### src/rtl/adc_corr_pkg.sv
package adc_corr_pkg;

    // Three-level decision of a redundant stage, two bits wide
    typedef logic [1:0] stage_code_t;

    localparam stage_code_t CODE_NEG  = 2'b00;  // -1
    localparam stage_code_t CODE_ZERO = 2'b01;  //  0
    localparam stage_code_t CODE_POS  = 2'b10;  // +1
    localparam stage_code_t CODE_BAD  = 2'b11;  // illegal, summed as +1

endpackage

### src/rtl/adc_corr_align.sv
// Skews the stage codes so the nine decisions of one sample meet in one tick.
// Stage s (0-based) waits NUM_STG-1-s ticks; the sample strobe waits as stage 0.
module adc_corr_align #(
    parameter int NUM_STG = 9
) (
    input  logic                 clk_i,
    input  logic                 srst_i,
    input  logic                 valid_i,
    input  logic [2*NUM_STG-1:0] code_i,
    output logic                 valid_o,
    output logic [2*NUM_STG-1:0] code_o
);
    import adc_corr_pkg::*;

    localparam int SKEW = NUM_STG - 1;

    // strobe lane, reset so no stale sample survives
    logic vsh [SKEW];

    always_ff @(posedge clk_i) begin
        if (srst_i) begin
            for (int i = 0; i < SKEW; i++) vsh[i] <= 1'b0;
        end else begin
            vsh[0] <= valid_i;
            for (int i = 1; i < SKEW; i++) vsh[i] <= vsh[i-1];
        end
    end

    assign valid_o = vsh[SKEW-1];

    // one delay line per stage, its length set by the stage position
    for (genvar s = 0; s < NUM_STG; s++) begin : g_lane
        localparam int DLY = NUM_STG - 1 - s;
        if (DLY == 0) begin : g_direct
            assign code_o[2*s +: 2] = code_i[2*s +: 2];
        end else begin : g_delay
            stage_code_t sh [DLY];
            always_ff @(posedge clk_i) begin
                sh[0] <= code_i[2*s +: 2];
                for (int i = 1; i < DLY; i++) sh[i] <= sh[i-1];
            end
            assign code_o[2*s +: 2] = sh[DLY-1];
        end
    end

endmodule

### src/rtl/adc_corr_sum.sv
// Overlapped weighted sum of one sample's aligned stage codes, offset and clamp.
module adc_corr_sum #(
    parameter int NUM_STG = 9,
    parameter int OUT_W   = 10
) (
    input  logic [2*NUM_STG-1:0] codes_i,
    output logic [OUT_W-1:0]     word_o,
    output logic                 bad_o
);
    import adc_corr_pkg::*;

    localparam int N_RED  = NUM_STG - 1;              // redundant stages
    localparam int SUM_W  = OUT_W + 2;                // room for sign and overrange
    localparam int OFFSET = (2 ** (OUT_W - 1)) - 2;   // mid-scale lands on half range
    localparam int MAXV   = (2 ** OUT_W) - 1;

    logic [SUM_W-1:0] acc;
    stage_code_t      c;

    always_comb begin
        acc   = SUM_W'(OFFSET) + SUM_W'(codes_i[2*N_RED +: 2]);
        bad_o = 1'b0;
        c     = CODE_ZERO;
        for (int s = 0; s < N_RED; s++) begin
            c = codes_i[2*s +: 2];
            unique case (c)
                CODE_NEG:  acc = acc - (SUM_W'(1) << (N_RED - s));
                CODE_ZERO: acc = acc;
                CODE_POS:  acc = acc + (SUM_W'(1) << (N_RED - s));
                CODE_BAD: begin
                    acc   = acc + (SUM_W'(1) << (N_RED - s));
                    bad_o = 1'b1;
                end
            endcase
        end
    end

    // two's-complement sign in the top bit; clamp both ends
    always_comb begin
        if (acc[SUM_W-1])
            word_o = '0;
        else if (acc > SUM_W'(MAXV))
            word_o = OUT_W'(MAXV);
        else
            word_o = acc[OUT_W-1:0];
    end

endmodule

### src/rtl/pipe_adc_corrector.sv
// Digital correction for a pipelined converter: alignment (NUM_STG-1 ticks),
// alignment register (1 tick), summing and output register (1 tick).
module pipe_adc_corrector #(
    parameter int NUM_STG = 9,
    parameter int OUT_W   = 10
) (
    input  logic                 clk_i,
    input  logic                 srst_i,
    input  logic                 valid_i,
    input  logic [2*NUM_STG-1:0] stage_code_i,
    output logic                 valid_o,
    output logic [OUT_W-1:0]     data_o,
    output logic                 code_err_o
);
    localparam int CODES_W = 2 * NUM_STG;

    logic               al_valid;
    logic [CODES_W-1:0] al_codes;

    adc_corr_align #(
        .NUM_STG (NUM_STG)
    ) u_align (
        .clk_i   (clk_i),
        .srst_i  (srst_i),
        .valid_i (valid_i),
        .code_i  (stage_code_i),
        .valid_o (al_valid),
        .code_o  (al_codes)
    );

    // alignment register: cuts the skew lanes from the adder
    logic               hold_valid;
    logic [CODES_W-1:0] hold_codes;

    always_ff @(posedge clk_i) begin
        if (srst_i) hold_valid <= 1'b0;
        else        hold_valid <= al_valid;
    end

    always_ff @(posedge clk_i) begin
        hold_codes <= al_codes;
    end

    logic [OUT_W-1:0] sum_word;
    logic             sum_bad;

    adc_corr_sum #(
        .NUM_STG (NUM_STG),
        .OUT_W   (OUT_W)
    ) u_sum (
        .codes_i (hold_codes),
        .word_o  (sum_word),
        .bad_o   (sum_bad)
    );

    // output register: strobe and flag reset, word free-running
    always_ff @(posedge clk_i) begin
        if (srst_i) begin
            valid_o    <= 1'b0;
            code_err_o <= 1'b0;
        end else begin
            valid_o    <= hold_valid;
            code_err_o <= hold_valid & sum_bad;
        end
    end

    always_ff @(posedge clk_i) begin
        data_o <= sum_word;
    end

endmodule

### config.mk
export PLATFORM = sky130hd
export DESIGN_NAME = pipe_adc_corrector
export DESIGN_NICKNAME = d
export VERILOG_FILES = /design/src/rtl/adc_corr_pkg.sv /design/src/rtl/adc_corr_align.sv /design/src/rtl/adc_corr_sum.sv /design/src/rtl/pipe_adc_corrector.sv
export SDC_FILE = /design/constraint.sdc
export NUM_CORES = 1
export LEC_CHECK = 0
export ABC_CLOCK_PERIOD_IN_PS = 17500
export BUFFER_PORTS_ARGS = -buffer_cell sky130_fd_sc_hd__buf_2
export CAP_MARGIN = 5
export CORE_AREA = 5 5 99 101
export DETAILED_ROUTE_END_ITERATION = 8
export DIE_AREA = 0 0 104 106
export PLACE_DENSITY_LB_ADDON = 0.08
export SLEW_MARGIN = 40
export SYNTH_ARGS = -nofsm -noshare
export SYNTH_HDL_FRONTEND = slang
export SYNTH_SLANG_ARGS = --single-unit
### constraint.sdc
create_clock -name clk_i -period 17.5 [get_ports clk_i]
set_input_delay 3.5 -clock clk_i [delete_from_list [all_inputs] [get_ports clk_i]]
set_output_delay 3.5 -clock clk_i [all_outputs]
set_load 0.1 [all_outputs]
# --- After elaboration in Yosys (flattened, before gate mapping) ---
# Memory sizes are Yosys's and may differ from the RTL's. A register that Yosys moved wholly into a read port is not among the register bits.
# Cells that the tools add are included.
classes:
  add_sub_neg: 17
  mul: 0
  div_mod_pow: 0
  n_lt_le_gt_ge: 1
  eq_ne: 24
  shift: 0
  muxes: 28
  bitwise: 9
  n_reduce_logical: 16
op_table:
  columns: ["operator", "n"]
  rows:
  - ["$pmux W12 S3", 8]
  - ["$eq A2 B2 Y1 const B", 16]
  - ["$mux W1", 19]
  - ["$eq A2 B1 Y1 const B", 8]
  - ["$logic_not A2 Y1", 8]
  - ["$reduce_or A2 Y1", 8]
  - ["$add A12 B2 Y12 const B", 1]
  - ["$add A12 B3 Y12 const B", 1]
  - ["$add A12 B4 Y12 const B", 1]
  - ["$add A12 B5 Y12 const B", 1]
  - ["$add A12 B6 Y12 const B", 1]
  - ["$add A12 B7 Y12 const B", 1]
  - ["$add A12 B8 Y12 const B", 1]
  - ["$add A12 B9 Y12 const B", 1]
  - ["$gt A12 B10 Y1 const B", 1]
  - ["$sub A12 B2 Y12 const B", 1]
  - ["$sub A12 B3 Y12 const B", 1]
  - ["$sub A12 B4 Y12 const B", 1]
  - ["$sub A12 B5 Y12 const B", 1]
  - ["$sub A12 B6 Y12 const B", 1]
  - ["$sub A12 B7 Y12 const B", 1]
  - ["$sub A12 B8 Y12 const B", 1]
  - ["$sub A12 B9 Y12 const B", 1]
  - ["$add A9 B2 Y10 const A", 1]
  - ["other kinds (3)", 10]
totals:
  register_bits: 30
  latchBits: 0
  ramBits: 80
  mem_bits_ro: 0
  in_bits: 21
  output_inout_bits: 12
  elab_cells: 108
  memories: 9
memory_table:
  columns: ["memory", "depth", "word_bits", "read_ports", "rd_clocked_by_memory_dff", "write_ports", "line", "text"]
  rows:
  - ["u_align.g_lane[0].g_delay.sh", 8, 2, 8, 1, 8, "adc_corr_align.sv:37", "stage_code_t sh [DLY];"]
  - ["u_align.g_lane[1].g_delay.sh", 7, 2, 7, 1, 7, "adc_corr_align.sv:37", null]
  - ["u_align.g_lane[2].g_delay.sh", 6, 2, 6, 1, 6, "adc_corr_align.sv:37", null]
  - ["u_align.g_lane[3].g_delay.sh", 5, 2, 5, 1, 5, "adc_corr_align.sv:37", null]
  - ["u_align.g_lane[4].g_delay.sh", 4, 2, 4, 1, 4, "adc_corr_align.sv:37", null]
  - ["u_align.vsh", 8, 1, 8, 1, 8, "adc_corr_align.sv:18", "logic vsh [SKEW];"]
  - ["+3 memories", null, null, null, null, null, null, null]

# --- Depth between registers and ports, before layout ---
# Gate-level depths: netlist of run 1.
logic_depth:
  depth_word: 19
  depth_mapped: 41
  depth_no_buf: 41

# --- Hierarchy ---
# Synthesis of run 1 repeated with hierarchy kept, for this count alone.
unflattened:
  cells_unflattened: 530
  hier_area_um2: 5223.8
modules_own_cells:
  columns: ["mod", "instances", "cells_each", "area_per_inst_um2", "seq_area_each_um2"]
  rows:
  - ["adc_corr_sum", 1, 398, 2855.2, 0.0]
  - ["adc_corr_align", 1, 98, 1726.7, 1601.5]
  - ["pipe_adc_corrector", 1, 34, 641.9, 620.6]

# --- Worst setup path after synthesis of run 1 ---
# OpenSTA, ideal clock, no wires.
synth_path:
  kind: "register to register"
  start: "reg hold_codes[17]"
  end: "reg data_o[0]"
  setup_ps: 134
  t_arrival_ps: 7700
  t_required_ps: 17366
  setup_slack_ps: 9665
  path_stages_with_launch: 39
  path_buffers: 0
  synth_period_minus_slack_ps: 7835
  path_cell_list: "dfxtp_1 > inv_1 > xnor2_1 > inv_1 > fa_1 > nand2_1 > o21a_1 > ha_1 > a21boi_0 > or3_1 > ha_1 > o21ai_0 > a21oi_1 > o21ai_0 > and2_1 > ha_1 > o21a_1 > o31a_1 > [3 not listed] > ha_1 > a2111o_1 > a311o_1 > nand2_1 > xnor2_1 > mux2_2 > ha_1 > a21oi_1 > a211oi_1 > nor3_1 > a41oi_1 > o21ai_0 > ha_1 > a21o_1 > a31oi_1 > mux2i_1 > xor2_2 > a21oi_1"
synth_via:
  elab_chain_len: 19
  elab_cells_between_ends: 27
  cone_classes: "add/sub (17); order compare (1); mux (9)"
synth_lines:
  columns: ["element", "line", "text"]
  rows:
  - ["start: declaration", "pipe_adc_corrector.sv:33", "logic [CODES_W-1:0] hold_codes;"]
  - ["start signal: assignment", "pipe_adc_corrector.sv:41", "hold_codes <= al_codes;"]
  - ["$add A9 B2 Y10 (*)", "adc_corr_sum.sv:21", "acc = SUM_W'(OFFSET) + SUM_W'(codes_i[2*N_RED +: 2]);"]
  - ["$add A12 B9 Y12 or $sub A12 B9 Y12 (tied branches)", "adc_corr_sum.sv:29, adc_corr_sum.sv:31, adc_corr_sum.sv:27", null]
  - ["$pmux W12 S3 (*)", "adc_corr_sum.sv:26", "unique case (c)"]
  - ["$add A12 B8 Y12 or $sub A12 B8 Y12 (tied branches)", "adc_corr_sum.sv:29, adc_corr_sum.sv:31, adc_corr_sum.sv:27", null]
  - ["$pmux W12 S3 (*)", "adc_corr_sum.sv:26", null]
  - ["$add A12 B7 Y12 or $sub A12 B7 Y12 (tied branches)", "adc_corr_sum.sv:29, adc_corr_sum.sv:31, adc_corr_sum.sv:27", null]
  - ["$pmux W12 S3 (*)", "adc_corr_sum.sv:26", null]
  - ["$add A12 B6 Y12 or $sub A12 B6 Y12 (tied branches)", "adc_corr_sum.sv:29, adc_corr_sum.sv:31, adc_corr_sum.sv:27", null]
  - ["[3 not listed]", null, null]
  - ["$add A12 B4 Y12 or $sub A12 B4 Y12 (tied branches)", "adc_corr_sum.sv:29, adc_corr_sum.sv:31, adc_corr_sum.sv:27", null]
  - ["$pmux W12 S3 (*)", "adc_corr_sum.sv:26", null]
  - ["$add A12 B3 Y12 or $sub A12 B3 Y12 (tied branches)", "adc_corr_sum.sv:29, adc_corr_sum.sv:31, adc_corr_sum.sv:27", null]
  - ["$pmux W12 S3 (*)", "adc_corr_sum.sv:26", null]
  - ["$add A12 B2 Y12 or $sub A12 B2 Y12 (tied branches)", "adc_corr_sum.sv:29, adc_corr_sum.sv:31, adc_corr_sum.sv:27", null]
  - ["$pmux W12 S3 (*)", "adc_corr_sum.sv:26", null]
  - ["$gt A12 B10 Y1", "adc_corr_sum.sv:42", "else if (acc > SUM_W'(MAXV))"]
  - ["$mux W10", "adc_corr_sum.sv:42", null]
  - ["end signal: assignment", "pipe_adc_corrector.sv:68", "data_o <= sum_word;"]
  - ["end: declaration", "pipe_adc_corrector.sv:12", "output logic [OUT_W-1:0] data_o,"]
# Every way passes the cells marked *; elsewhere a longest branch is shown, timed or not.
# A chain may end at the register's enable or synchronous reset.

# --- Worst setup path in the final report of run 1 ---
layout_path:
  start: "reg hold_codes[17]"
  end: "reg data_o[4]"
# Same word-level chain as after synthesis.

==> results.py, run 1 <==
metrics = {
    "final_layout": {
        "most-common-layout-cells": "dfxtp_1, ha_1, a21oi_1",
        "mostFrequentLayoutCell": "dfxtp_1",
        "stdcell_count": 671,
        "fillers": 769,
        "nets": 622,
        "area_growth_pct": 7.60,
        "final_cell_area_mm2": 0.00558,
        "diodes": 0,
        "layout-drive-gt1-share_pct": 12.1,
    },
    "setup_path": {
        "cp.arrival_ns": 9.50,
        "critPathKind": "flop to flop",
        "r2r_slack_ns": 8.22,
        "worst_setup_path_start_kind": "flop",
        "critPathBufInv": 4,
        "crit_required_ns": 17.73,
        "cpMostUsedCell": "ha_1",
        "reg2reg_from": "hold_codes[17]",
        "crit_fanout": 24,
        "ff2ff_path_depth": 39,
        "r2r_end": "data_o[4]",
        "endpoint_kind": "flop",
        "slowest_delay_ns": 0.49,
        "worst_path_max_delay_cell": "fa_1",
        "critPathTopFamily": "compound AO/OA/AOI/OAI gates",
    },
    "pwr": {
        "p_leak_nw": 2.44,
        "ir_drop_uv": 151,
        "pwr_density_cell_mw_per_mm2": 192,
    },
    "clock_tree": {
        "cts_tree": "done",
        "clkTransAtPathRegs_ns": 0.10,
        "cts.root.buffer_cell": "clkbuf_8",
        "cts_resized": 0,
        "ctsLongestPathBuffers": 2,
        "clock_latency_ns": 0.36,
        "htree_num_levels": 3,
        "cts_sinks": 111,
        "ctsHoldBuffers": 0,
        "post-cts-setup-buffers": 0,
        "cts_buffers": 9,
    },
    "timing": {
        "finalCritPeriodShare_pct": 53.0,
        "drv_slew": 0,
        "finalSetupViolCount": 0,
        "setup_slack_ns": 8.22,
        "slew_headroom_pct": 55.6,
        "fin_crit_ns": 9.28,
        "clock.fmax_mhz": 108,
        "fin_worst_skew_ns": 0.00942,
        "grt_setup_unrepaired": "no",
        "finalSetupTns_ns": 0,
        "hold_viol": 0,
        "tightest_slew_ns": 0.665,
        "whs_ns": 0.328,
    },
    "min_path": {
        "holdPathStages": 0,
        "hp-start": "u_align.g_lane[5].g_delay.sh[2][1]",
        "min_to": "hold_codes[11]",
        "min_path_type": "flop to flop",
    },
    "logic_synthesis": {
        "synth-async-reset-ratio_pct": 0,
        "ys_seq_area_share_pct": 42.9,
        "ys_warn_count": 0,
        "syn_nets": 596,
        "syn_inst": 530,
        "synthDistinctLibCells": 56,
        "syn_area_mm2": 0.00518,
        "synth_flop_cell": "dfxtp_1",
        "ys_ff_latch": 111,
        "synth.avg_cell_area_um2": 9.78,
        "synth_edf_count": 0,
    },
    "global_route": {
        "grt_pass1_wl_mm": 16.5,
        "grtUsageTotal_pct": 17.8,
        "grt_pass1_vias": 3700,
        "antenna_found_initial": 0,
        "overflow": 0,
        "grt_max_degree": 25,
    },
    "placement": {
        "dp_cells": 656,
        "io_buffers": 32,
        "dp_slack_ns": 8.39,
        "gp_congestion": 0.862,
        "postPlaceCellArea_mm2": 0.00539,
        "place_hpwl_mm": 7.51,
    },
    "floorplan": {
        "die_area_mm2": 0.0110,
        "die_w_um": 104,
        "coreArea_mm2": 0.00893,
        "die_h_um": 106,
        "std_cell_rows": 35,
        "ios": 33,
        "start_util_pct": 58.0,
    },
    "outcome": {
        "status": "finished clean",
    },
    "drt": {
        "wl_mm": 9.84,
        "drt_iter0_markers": 124,
        "routedWlPerCell_um": 14.7,
        "vias": 3815,
        "drt.antenna.violating_nets": 0,
        "routed_via_density": 5.69,
        "firstDrtPassIters": 4,
        "remaining_drc_errors": 0,
    },
    "job": {
        "maxCapViolCount": 0,
    },
}
-- sequential cells by signal (all words and copies together), names as in the netlist --
| signal | flops |
|---|---|
| code_err_o | 1 |
| hold_codes | 18 |
| valid_o | 1 |
| hold_valid | 1 |
| u_align.vsh | 8 |
| u_align.g_lane.g_delay.sh | 72 |
| data_o | 10 |
-- stage by stage --
step                      utilization, %  power [mW]
final                               62.4        1.07
after global routing                62.4        1.15
after CTS                           62.4        1.07
after detailed placement            60.4       0.931
after global placement              60.4       0.913
after floorplan                        -       0.825
-- how the worst max path moves through the flow --
stage | from | endpoint | slack [ns] | cells past startpoint
after floorplan | hold_codes[17] | data_o[0] | 9.67 | 38
after global placement | hold_codes[17] | data_o[2] | 8.68 | 39
after detailed placement | hold_codes[17] | data_o[4] | 8.39 | 39
after CTS | hold_codes[17] | data_o[4] | 8.32 | 39
after global routing | hold_codes[17] | data_o[2] | 7.51 | 39
final | hold_codes[17] | data_o[4] | 8.22 | 39
-- cells by family (layout without fill, tap and decap cells) --
family                     Yosys count  in the layout  synth area share [%]
xor gates and xnor gates            44             44                  7.84
AOI/OAI and AO/OA                  133            133                  16.6
and+or+nand+nor                    136            136                  13.8
DFF                                111            111                  42.9
muxes                               21             21                  4.32
buffers and inverters               40             70                  3.50
adders and majority gates           45             45                  11.0
-- synth_stat cells (all sizes together) (2+ instances only) --
master	count	area, um^2
nor3b	3	22.5
nor4	2	12.5
dfxtp	111	2220
clkbuf	5	18.8
a221oi	2	17.5
nor2	26	97.6
o21bai	3	22.5
a21o	6	45.0
nor3	13	65.1
o211a	3	30.0
o2111a	3	33.8
or2	5	31.3
o21ai	30	154
a211oi	7	52.6
nand3b	6	45.0
a31oi	7	43.8
a21oi	42	210
and2	2	12.5
nand3	5	25.0
mux2	11	124
o211ai	3	22.5
o21a	8	60.1
a21boi	3	22.5
mux2i	10	100
o22ai	3	18.8
ha	44	551
or4	2	15.0
nand2b	12	75.1
nand2	30	113
inv	22	82.6
nor2b	21	131
a2111o	2	22.5
o2111ai	2	17.5
xnor2	36	315
a22o	2	17.5
or3	5	31.3
xor2	7	68.8
buf	13	80.1
-- cell type report --
type | instances | area [um^2] | area share [%]
clock buffer | 9 | 124 | 2.22
clock inverter | 6 | 62.6 | 1.12
inverter | 22 | 82.6 | 1.48
multi-input combinational | 379 | 2780 | 49.8
sequential | 111 | 2220 | 39.8
tap | 111 | 139 | 2.49
timing repair buffer | 33 | 168 | 3.01
-- power by group --
group          total [mW]  switching, mW  internal [mW]
combinational       0.644          0.392          0.252
clock               0.137         0.0821         0.0549
sequential          0.292        0.00833          0.284
total                1.07          0.483          0.590
-- metal layers --
| layer | wire, um | track usage (%) |
|---|---|---|
| met5 | 0 | 0 |
| met4 | 265 | 7.68 |
| met3 | 407 | 2.73 |
| met2 | 4710 | 30.5 |
| met1 | 4460 | 22.3 |
Note: power is estimated with default switching activity, not from simulation.
==> run 2: changes to the inputs <==
--- a/config.mk
+++ b/config.mk
@@ -5,12 +5,12 @@
 export SDC_FILE = /design/constraint.sdc
 export NUM_CORES = 1
 export LEC_CHECK = 0
-export ABC_CLOCK_PERIOD_IN_PS = 17500
+export ABC_CLOCK_PERIOD_IN_PS = 8100
 export BUFFER_PORTS_ARGS = -buffer_cell sky130_fd_sc_hd__buf_2
 export CAP_MARGIN = 5
-export CORE_AREA = 5 5 99 101
+export CORE_AREA = 5 5 104 106
 export DETAILED_ROUTE_END_ITERATION = 8
-export DIE_AREA = 0 0 104 106
+export DIE_AREA = 0 0 109 111
 export PLACE_DENSITY_LB_ADDON = 0.08
 export SLEW_MARGIN = 40
 export SYNTH_ARGS = -nofsm -noshare
==> constraint.sdc (replaced) <==
create_clock -name clk_i -period 8.1 [get_ports clk_i]
set_input_delay 1.62 -clock clk_i [delete_from_list [all_inputs] [get_ports clk_i]]
set_output_delay 1.62 -clock clk_i [all_outputs]
set_load 0.1 [all_outputs]
==> run 2 against run 1 <==
Final cell count is 5.8% higher. Fmax is 20% higher. Count of clock-buffer cells in the layout increased by 3. Sequential cell count is the same. Sequential share of layout area fell by 2.4 points. Total power rose by 140%. Via count shrank 1.4%.
==> results.py, run 2 (synthesis results as in run 1) <==
metrics = {
    "outcome": {
        "status": "finished clean",
    },
    "setup_path": {
        "r2r_end": "data_o[3]",
        "crit_required_ns": 8.33,
        "slowest_delay_ns": 0.48,
        "worst_setup_path_start_kind": "flop",
        "cpMostUsedCell": "ha_4",
        "r2r_slack_ns": 0.36,
        "ff2ff_path_depth": 39,
        "reg2reg_from": "hold_codes[0]",
        "critPathKind": "flop to flop",
        "crit_fanout": 4,
        "cp.arrival_ns": 7.98,
        "worst_path_max_delay_cell": "fa_1",
        "endpoint_kind": "flop",
    },
    "global_route": {
        "grt_pass1_wl_mm": 16.9,
        "grt_pass1_vias": 3628,
        "antenna_found_initial": 0,
        "overflow": 0,
        "grtUsageTotal_pct": 17.3,
        "grt_max_degree": 24,
    },
    "final_layout": {
        "mostFrequentLayoutCell": "dfxtp_1",
        "layout-drive-gt1-share_pct": 19.2,
        "largest_register_ffs": 72,
        "most-common-layout-cells": "dfxtp_1, a21oi_1, xnor2_1, ha_1, buf_2",
        "largest-register": "u_align.g_lane.g_delay.sh",
        "diodes": 0,
        "nets": 638,
        "reg_top3": "u_align.g_lane.g_delay.sh x72, hold_codes x18, data_o x10",
        "area_growth_pct": 14.6,
    },
    "clock_tree": {
        "ctsLongestPathBuffers": 2,
        "htree_num_levels": 3,
        "cts_sinks": 111,
        "cts_buffers": 9,
        "clock_latency_ns": 0.35,
        "cts_tree": "done",
        "cts.root.buffer_cell": "clkbuf_8",
        "clkTransAtPathRegs_ns": 0.09,
    },
    "drt": {
        "firstDrtPassIters": 4,
        "drt_iter0_markers": 172,
        "drt.antenna.violating_nets": 0,
        "wl_mm": 10.1,
        "vias": 3760,
        "remaining_drc_errors": 0,
        "routed_via_density": 5.30,
        "routedWlPerCell_um": 14.2,
    },
    "pwr": {
        "finalPower_mw": 2.55,
        "pwr_density_cell_mw_per_mm2": 429,
        "ir_drop_uv": 294,
        "p_leak_nw": 2.55,
    },
    "floorplan": {
        "ios": 33,
        "std_cell_rows": 36,
        "die_w_um": 109,
        "die_area_mm2": 0.0121,
        "start_util_pct": 53.5,
        "coreArea_mm2": 0.00968,
        "die_h_um": 111,
    },
    "timing": {
        "finalSetupViolCount": 0,
        "tightest_slew_ns": 0.618,
        "finalCritPeriodShare_pct": 95.6,
        "drv_slew": 0,
        "clock.fmax_mhz": 129,
        "fin_worst_skew_ns": 0.00759,
        "slew_headroom_pct": 58.7,
        "whs_ns": 0.327,
        "fin_crit_ns": 7.74,
        "hold_viol": 0,
    },
    "placement": {
        "place_hpwl_mm": 7.50,
        "gp_congestion": 0.866,
        "io_buffers": 32,
    },
    "min_path": {
        "hp-start": "u_align.g_lane[6].g_delay.sh[1][1]",
        "holdPathStages": 0,
        "min_path_type": "flop to flop",
        "min_to": "hold_codes[13]",
    },
    "job": {
        "maxCapViolCount": 0,
    },
}
run 2: changes by cell type in the layout (fill, tap and decap cells not counted), sizes merged:
cell,delta
buf,+16
clkbuf,+3
clkinv,-2
clkinvlp,+2
inv,-2
run 2: how the worst max path moves through the flow:
stage | startpoint | to | slack, ns | depth (start not counted)
3_5_place_dp | hold_codes[0] | data_o[3] | -0.17 | 38
6_report | hold_codes[0] | data_o[3] | 0.36 | 39
5_1_grt | hold_codes[0] | data_o[9] | -0.02 | 39
2_1_floorplan | hold_codes[17] | data_o[0] | 0.27 | 38
4_1_cts | hold_codes[0] | data_o[6] | 0.006 | 39
3_3_place_gp | hold_codes[0] | data_o[2] | 0.02 | 39
run 2: worst max-delay path, delay by kind of cell (launching register included):
family / cells / cell delay, ns
adder cells (fa/ha/maj): 7 / 2.15
AO/OA/AOI/OAI: 17 / 2.67
flip-flops: 1 / 0.35
AND/OR/NAND/NOR: 6 / 0.95
buffers and inverters: 4 / 0.49
XOR/XNOR: 3 / 0.42
multiplexers: 2 / 0.60
run 2: final cells by class:
| type | instances | area (um^2) |
|---|---|---|
| repair buffers | 49 | 292 |
| fillers | 837 | 3750 |
| well taps | 133 | 166 |
| multi-input cells | 379 | 2980 |
| clock inverters | 4 | 35.0 |
| clock buffers | 12 | 155 |
| flip-flops and latches | 111 | 2220 |
| inverters | 22 | 82.6 |
run 2: what timing repair did:
item,4_1_cts,5_1_grt
pin swaps,1,15
gates resized for setup,2,35
setup buffers,2,6
setup endpoints to repair,10,10
hold buffers,0,0
run 2: report_power, final:
part,leakage [nW],switching [mW],internal [mW]
Sequential,0.933,0.0178,0.613
Combinational,1.52,0.911,0.706
Clock,0.0911,0.168,0.132
Total,2.55,1.10,1.45
run 2: metrics by stage:
step / utilization, % / area [um^2] / setup TNS, ns / instances / setup slack (ns)
2_1_floorplan: - / 5180 / 0 / 530 / 0.265
3_3_place_gp: 56.6 / 5480 / 0 / 686 / 0.0231
3_5_place_dp: 56.6 / 5480 / -1.64 / 686 / -0.175
4_1_cts: 58.7 / 5690 / 0 / 704 / 0.00640
5_1_grt: 61.3 / 5940 / -0.0598 / 710 / -0.0154
6_report: 61.3 / 5940 / 0 / 710 / 0.356
run 2: metal layers:
layer | up-vias | wire (um) | global-route usage [%]
met5 | - | 0 | 0
met4 | 0 | 193 | 6.57
met3 | 14 | 325 | 2.56
met2 | 67 | 4770 | 27.8
met1 | 1728 | 4790 | 23.2
li1 | 1951 | - | -
